$ cat src/rtl/tnfa_pkg.sv
package tnfa_pkg;
    localparam int SYM_W   = 8;
    localparam int ADDR_W  = 16;
    localparam int NLAYER  = 4;
    localparam int LAYER_W = 3;
    localparam int FIELD_W = 3;

    typedef enum logic [FIELD_W-1:0] {
        FLD_E_LO  = 3'd0,
        FLD_E_HI  = 3'd1,
        FLD_COORD = 3'd2,
        FLD_ADDR1 = 3'd3,
        FLD_ADDR2 = 3'd4,
        FLD_ADDR3 = 3'd5,
        FLD_ADDR4 = 3'd6,
        FLD_NONE  = 3'd7
    } cfg_field_e;

    typedef struct packed {
        logic [NLAYER-1:0][ADDR_W-1:0] addr;
        logic [SYM_W-1:0]              coord;
        logic [SYM_W-1:0]              e_hi;
        logic [SYM_W-1:0]              e_lo;
    } pattern_t;
endpackage

$ cat src/rtl/tnfa_chain.sv
module tnfa_chain
    import tnfa_pkg::*;
(
    input  logic               clk,
    input  logic               rst_n,
    input  logic               wr_en,
    input  logic [FIELD_W-1:0] wr_field,
    input  logic [ADDR_W-1:0]  wr_data,
    input  logic               sof,
    input  logic               sym_valid,
    input  logic               sym_odd,
    input  logic [LAYER_W-1:0] sym_layer,
    input  logic [SYM_W-1:0]   sym_data,
    output logic               done
);
    typedef struct packed {
        pattern_t          pat;
        logic [NLAYER:0]   half;
        logic [NLAYER:0]   lat;
    } chain_st_t;

    chain_st_t q, d;

    logic [NLAYER:0] hi_hit;
    logic [NLAYER:0] lo_hit;
    logic [NLAYER:0] en;

    assign hi_hit[0] = (sym_data >= q.pat.e_lo) && (sym_data <= q.pat.e_hi);
    assign lo_hit[0] = (sym_data == q.pat.coord);
    assign en[0]     = 1'b1;

    for (genvar k = 1; k <= NLAYER; k++) begin : g_stage
        assign hi_hit[k] = (sym_data == q.pat.addr[k-1][ADDR_W-1:SYM_W]);
        assign lo_hit[k] = (sym_data == q.pat.addr[k-1][SYM_W-1:0]);
        assign en[k]     = q.lat[k-1];
    end

    always_comb begin
        d = q;
        if (wr_en) begin
            case (cfg_field_e'(wr_field))
                FLD_E_LO:  d.pat.e_lo    = wr_data[SYM_W-1:0];
                FLD_E_HI:  d.pat.e_hi    = wr_data[SYM_W-1:0];
                FLD_COORD: d.pat.coord   = wr_data[SYM_W-1:0];
                FLD_ADDR1: d.pat.addr[0] = wr_data;
                FLD_ADDR2: d.pat.addr[1] = wr_data;
                FLD_ADDR3: d.pat.addr[2] = wr_data;
                FLD_ADDR4: d.pat.addr[3] = wr_data;
                default:   ;
            endcase
        end
        if (sof) begin
            d.half = '0;
            d.lat  = '0;
        end else if (sym_valid) begin
            d.half = '0;
            for (int t = 0; t <= NLAYER; t++) begin
                if (sym_layer == LAYER_W'(t)) begin
                    if (!sym_odd) begin
                        d.half[t] = en[t] && hi_hit[t] && !q.lat[t];
                    end else if (q.half[t] && lo_hit[t]) begin
                        d.lat[t] = 1'b1;
                    end
                end
            end
        end
    end

    always_ff @(posedge clk) begin
        if (!rst_n) q <= '0;
        else        q <= d;
    end

    assign done = q.lat[NLAYER];

    for (genvar k = 1; k <= NLAYER; k++) begin : g_chk
        AST_STAGE_ORDER: assert property (@(posedge clk) disable iff (!rst_n)
            q.lat[k] |-> q.lat[k-1]);
        AST_STAGE_HOLD: assert property (@(posedge clk) disable iff (!rst_n)
            q.lat[k] && !sof |=> q.lat[k]);
    end

    AST_PAIR_SOURCE: assert property (@(posedge clk) disable iff (!rst_n)
        $rose(q.lat[1]) |-> $past(sym_valid && sym_odd && sym_layer == LAYER_W'(1)));

    AST_IDLE_FROZEN: assert property (@(posedge clk) disable iff (!rst_n)
        !sym_valid && !sof |=> $stable(q.lat) && q.half == '0 || $stable(q.half));

    AST_SOF_CLEARS: assert property (@(posedge clk) disable iff (!rst_n)
        sof |=> q.lat == '0);
endmodule

$ cat src/rtl/tnfa_drain.sv
module tnfa_drain #(
    parameter int NPAT  = 16,
    localparam int IDX_W = (NPAT > 1) ? $clog2(NPAT) : 1
) (
    input  logic             clk,
    input  logic             rst_n,
    input  logic             eoe,
    input  logic [NPAT-1:0]  done,
    output logic             rpt_valid,
    output logic [IDX_W-1:0] rpt_idx
);
    typedef struct packed {
        logic [NPAT-1:0] pend;
    } drain_st_t;

    drain_st_t q, d;

    always_comb begin
        rpt_idx = '0;
        for (int i = NPAT - 1; i >= 0; i--) begin
            if (q.pend[i]) rpt_idx = IDX_W'(i);
        end
    end

    assign rpt_valid = |q.pend;

    always_comb begin
        d = q;
        if (eoe)            d.pend = done;
        else if (rpt_valid) d.pend = q.pend & (q.pend - NPAT'(1));
    end

    always_ff @(posedge clk) begin
        if (!rst_n) q <= '0;
        else        q <= d;
    end

    AST_ONE_PER_CYCLE: assert property (@(posedge clk) disable iff (!rst_n)
        rpt_valid && !eoe |=> $countones(q.pend) == $countones($past(q.pend)) - 1);

    AST_CAPTURE: assert property (@(posedge clk) disable iff (!rst_n)
        eoe |=> q.pend == $past(done));
endmodule

$ cat src/rtl/tnfa_matcher.sv
module tnfa_matcher
    import tnfa_pkg::*;
#(
    parameter int NPAT  = 16,
    localparam int IDX_W = (NPAT > 1) ? $clog2(NPAT) : 1
) (
    input  logic               clk,
    input  logic               rst_n,
    input  logic               cfg_we,
    input  logic [IDX_W-1:0]   cfg_idx,
    input  logic [FIELD_W-1:0] cfg_field,
    input  logic [ADDR_W-1:0]  cfg_data,
    input  logic               sof,
    input  logic               eoe,
    input  logic               sym_valid,
    input  logic [LAYER_W-1:0] sym_layer,
    input  logic [SYM_W-1:0]   sym_data,
    output logic               rpt_valid,
    output logic [IDX_W-1:0]   rpt_idx
);
    typedef struct packed {
        logic odd;
    } phase_st_t;

    phase_st_t ph_q, ph_d;

    always_comb begin
        ph_d = ph_q;
        if (sof)            ph_d.odd = 1'b0;
        else if (sym_valid) ph_d.odd = !ph_q.odd;
    end

    always_ff @(posedge clk) begin
        if (!rst_n) ph_q <= '0;
        else        ph_q <= ph_d;
    end

    logic [NPAT-1:0] done;

    for (genvar p = 0; p < NPAT; p++) begin : g_chain
        tnfa_chain u_chain (
            .clk       (clk),
            .rst_n     (rst_n),
            .wr_en     (cfg_we && (cfg_idx == IDX_W'(p))),
            .wr_field  (cfg_field),
            .wr_data   (cfg_data),
            .sof       (sof),
            .sym_valid (sym_valid),
            .sym_odd   (ph_q.odd),
            .sym_layer (sym_layer),
            .sym_data  (sym_data),
            .done      (done[p])
        );
    end

    tnfa_drain #(.NPAT(NPAT)) u_drain (
        .clk       (clk),
        .rst_n     (rst_n),
        .eoe       (eoe),
        .done      (done),
        .rpt_valid (rpt_valid),
        .rpt_idx   (rpt_idx)
    );

    AST_PHASE_IDLE: assert property (@(posedge clk) disable iff (!rst_n)
        !sym_valid && !sof |=> $stable(ph_q.odd));

    AST_PHASE_SOF: assert property (@(posedge clk) disable iff (!rst_n)
        sof |=> !ph_q.odd);

    AST_REPORT_AFTER_EOE: assert property (@(posedge clk) disable iff (!rst_n)
        $rose(rpt_valid) |-> $past(eoe));
endmodule

$ cat config.mk
export PLATFORM = sky130hd
export DESIGN_NAME = tnfa_matcher
export DESIGN_NICKNAME = d
export VERILOG_FILES = /design/src/rtl/tnfa_pkg.sv /design/src/rtl/tnfa_chain.sv /design/src/rtl/tnfa_drain.sv /design/src/rtl/tnfa_matcher.sv
export SDC_FILE = /design/constraint.sdc
export NUM_CORES = 2
export LEC_CHECK = 0
export ABC_AREA = 1
export BUFFER_PORTS_ARGS = -buffer_cell sky130_fd_sc_hd__buf_2
export CAP_MARGIN = 20
export CORE_MARGIN = 2
export CORE_UTILIZATION = 40
export DETAILED_ROUTE_END_ITERATION = 8
export HOLD_SLACK_MARGIN = 0.1
export SYNTH_ARGS = -nofsm -noshare
export SYNTH_HDL_FRONTEND = slang
export SYNTH_SLANG_ARGS = --single-unit
$ cat constraint.sdc
create_clock -name clk -period 3.15 [get_ports clk]
set_clock_uncertainty 0.15 [all_clocks]
set_input_delay 0.315 -clock clk [delete_from_list [all_inputs] [get_ports clk]]
set_output_delay 0.315 -clock clk [all_outputs]
set_load 0.01 [all_outputs]
==> results.sh <==
export IMPL_status="finished, final reports clean"
export IMPL_clkLatencyLatePin_ns=0.83
export IMPL_yosysSeqAreaShare_pct=42.23
export IMPL_power_uw=44230
export IMPL_hp_class="in -> reg"
export IMPL_finalCriticalPeriod_ns=3.085
export IMPL_grt_max_degree=241
export IMPL_synth_flop_cell="dfxtp_1"
export IMPL_root_buffer="clkbuf_16"
export IMPL_coreArea_um2=187200
export IMPL_place_inst=12200
export IMPL_final_max_slew_viol_count=0
export IMPL_postRouteAntennaNets=0
export IMPL_layout_cells_most_common="nor2_1"
export IMPL_route_detailed_drc=0
export IMPL_slew_headroom_pct=14.54
export IMPL_crit_path_start="cfg_idx[0]"
export IMPL_r2r_slack_ns=1.10
export IMPL_clockBufferDepth=3
export IMPL_endpoint="g_chain[4].u_chain.q[47]"
export IMPL_drt_vias_per_instance=5.539
export IMPL_power_density_nw_per_um2=525.8
export IMPL_final_cell_mix="nor2_1, dfxtp_1, o21ai_0, a21oi_1, nand2_1"
export IMPL_vias=69500
export IMPL_clkTransAtPathRegs_ns=0.06
export IMPL_cp_end_kind="flip-flop"
export IMPL_syn_nets=10480
export IMPL_rows=159
export IMPL_crit_arrival_ns=3.69
export IMPL_cp_cell_sequence="dlygate4sd3_1, buf_2, nor2_1, dlygate4sd3_1, inv_2, nor2_1, dlygate4sd3_1, buf_4, nand3_1, dlygate4sd3_1, a21oi_1"
export IMPL_synth_edf_count=0
export IMPL_area_delta_synth_final_pct=11.96
export IMPL_drt_iter0_markers=7074
export IMPL_syn_avg_cell_area_um2=7.378
export IMPL_peakVddDrop_uv=593.2
export IMPL_dpl_hpwl_um=153100
export IMPL_synthCells=10190
export IMPL_avgRoutedWirePerCell_um=20.94
export IMPL_utilization_pct=44.94
export IMPL_nNetsFinal=10220
export IMPL_cts_sinks=1585
export IMPL_cpMostUsedCell="dlygate4sd3_1"
export IMPL_finalWorstSetupSlack_ns=0.06496
export IMPL_initial_core_util_pct=40.14
export IMPL_first_global_vias=64840
export IMPL_synthTopCellsByArea="dfxtp_1, nor2_1, o21ai_0"
export IMPL_synth_cell_types=41
export IMPL_critPathSlowestCell="dlygate4sd3_1"
export IMPL_fmax_ghz=0.3241
export IMPL_async_flop_share_pct=0
export IMPL_port_buffers=44
export IMPL_place_ws_ns=0.4250
export IMPL_htree_levels=4
export IMPL_finalSetupTns_ns=0
export IMPL_antenna_found_initial=5
export IMPL_finalHoldViolCount=0
export IMPL_synth_top_area_share_pct=42.23
export IMPL_synth_largest_area_cell="dfxtp_1"
export IMPL_reg2reg_depth=6
export IMPL_path_class="in -> reg"
export IMPL_stdcell_count=12550
export IMPL_rsz0062_at_grt="false"
export IMPL_ys_ff_latch=1585
export IMPL_numCtsBuffers=175
export IMPL_die_y_um=437.4
export IMPL_die_area_um2=191300
export IMPL_fillers=18480
export IMPL_grt_pass1_wl_um=398600
export IMPL_reg2reg_to="g_chain[14].u_chain.q[8]"
export IMPL_startpoint_type="input pin"
export IMPL_syn_area_um2=75140
export IMPL_setup_viol=0
export IMPL_power_leakage_uw=0.03267
export IMPL_drt_total_wl_um=262800
export IMPL_max_cap_violations=0
export IMPL_period_share_pct=97.94
export IMPL_grt_overflow=0
export IMPL_worst_pin_slew_ns=1.282
export IMPL_cpPeakStageDelay_ns=0.64
export IMPL_yosys_warnings=0
export IMPL_place_gp_congestion=0.8537
export IMPL_io_pins=45
export IMPL_required_ns=3.75
export IMPL_die_w_um=437.4
export IMPL_drive_gt1_share_pct=7.314
export IMPL_worstReg2RegStart="ph_q"
export IMPL_first_pass_iters=6
export IMPL_critPathMaxFanout=10
export IMPL_grtUsageTotal_pct=26.57
export IMPL_tritoncts="yes"
-- worst min-delay path by stage --
stage,to,cells after the start,slack (ns),startpoint
finish,g_chain[3].u_chain.q[7],6,0.15,sym_data[0]
global route,g_chain[4].u_chain.done,6,0.16,sym_data[0]
CTS,g_chain[3].u_chain.q[9],6,0.11,sym_data[0]
detailed placement,g_chain[5].u_chain.q[17],2,0.30,g_chain[5].u_chain.q[17]
global placement,g_chain[6].u_chain.q[13],2,0.29,g_chain[6].u_chain.q[13]
floorplan,g_chain[0].u_chain.q[11],2,0.28,g_chain[0].u_chain.q[11]
-- Yosys cell counts, drive strengths merged (20+ instances only) --
cell type and number:
xor2 405, nor3 159, a221oi 30, nor2 2162
inv 735, o22ai 95, a2111oi 62, dfxtp 1585
nand4 106, nand2 720, xnor2 157, nor4 60
o211ai 42, clkbuf 474, nand3 236, ha 256
or2 32, o2111ai 20, o21ai 1559, a211oi 84
a21oi 884, buf 272
-- flip-flops by register name (all words and copies together) (netlist names) --
signal / cells
g_chain.u_chain.en: 64
g_chain.u_chain.done: 16
u_drain.q: 16
ph_q: 1
g_chain.u_chain.q: 1488
-- worst max-delay path: cells and delay by family --
| family | cells | cell delay [ns] |
|---|---|---|
| AOI/OAI and AO/OA | 1 | 0.13 |
| buffers and inverters | 7 | 2.80 |
| and+or+nand+nor | 3 | 0.44 |
-- layer usage --
metal	routed length (um)	vias to the layer above	share of wire, %	track usage [%]
met5	23	-	0.0088	0
met4	9774	4	3.7	9.844
met3	19400	536	7.4	3.515
met2	119400	2594	45	43.55
met1	114200	33100	43	35.55
li1	-	33270	-	-
-- through the flow --
step | hold WS, ns | area (um^2)
global route | 0.1576 | 84120
floorplan | 0.2831 | 75140
finish | 0.1459 | 84130
CTS | 0.1052 | 84120
detailed placement | 0.2995 | 78060
global placement | 0.2927 | 78060
-- layout make-up --
cell class	instances	area [um^2]	area share, %
Tap cell	2495	3122	3.711
Timing Repair Buffer	305	3211	3.816
Antenna cell	4	10.01	0.01190
Clock inverter	31	372.9	0.4432
Inverter	739	2813	3.343
Multi-Input combinational cell	7115	37600	44.70
Clock buffer	274	5268	6.261
Sequential cell	1585	31730	37.72
-- report_power, final --
part | switching, uW | total, uW | internal (uW)
Combinational | 2650 | 3640 | 994
Clock | 8650 | 20400 | 11800
Sequential | 47.6 | 20200 | 20100
-- repair_timing --
action | 4_1_cts | 5_1_grt
setup endpoints to repair | 0 | 15
resized for setup | 0 | 1
hold endpoints to repair | 919 | 0
setup buffers | 0 | 0
hold buffers | 42 | 0
-- logic make-up (layout without fill, tap and decap cells) --
logic type,count (synthesis),after routing,synth area share [%]
AO/OA/AOI/OAI,2816,2816,20.07
XOR/XNOR,562,562,6.550
adder cells (fa/ha/maj),256,256,4.263
buffers and inverters,1485,1349,7.743
flip-flops,1585,1585,42.23
other,0,4,0
AND/OR/NAND/NOR,3481,3481,19.15
(Power assumes the default switching activity.)
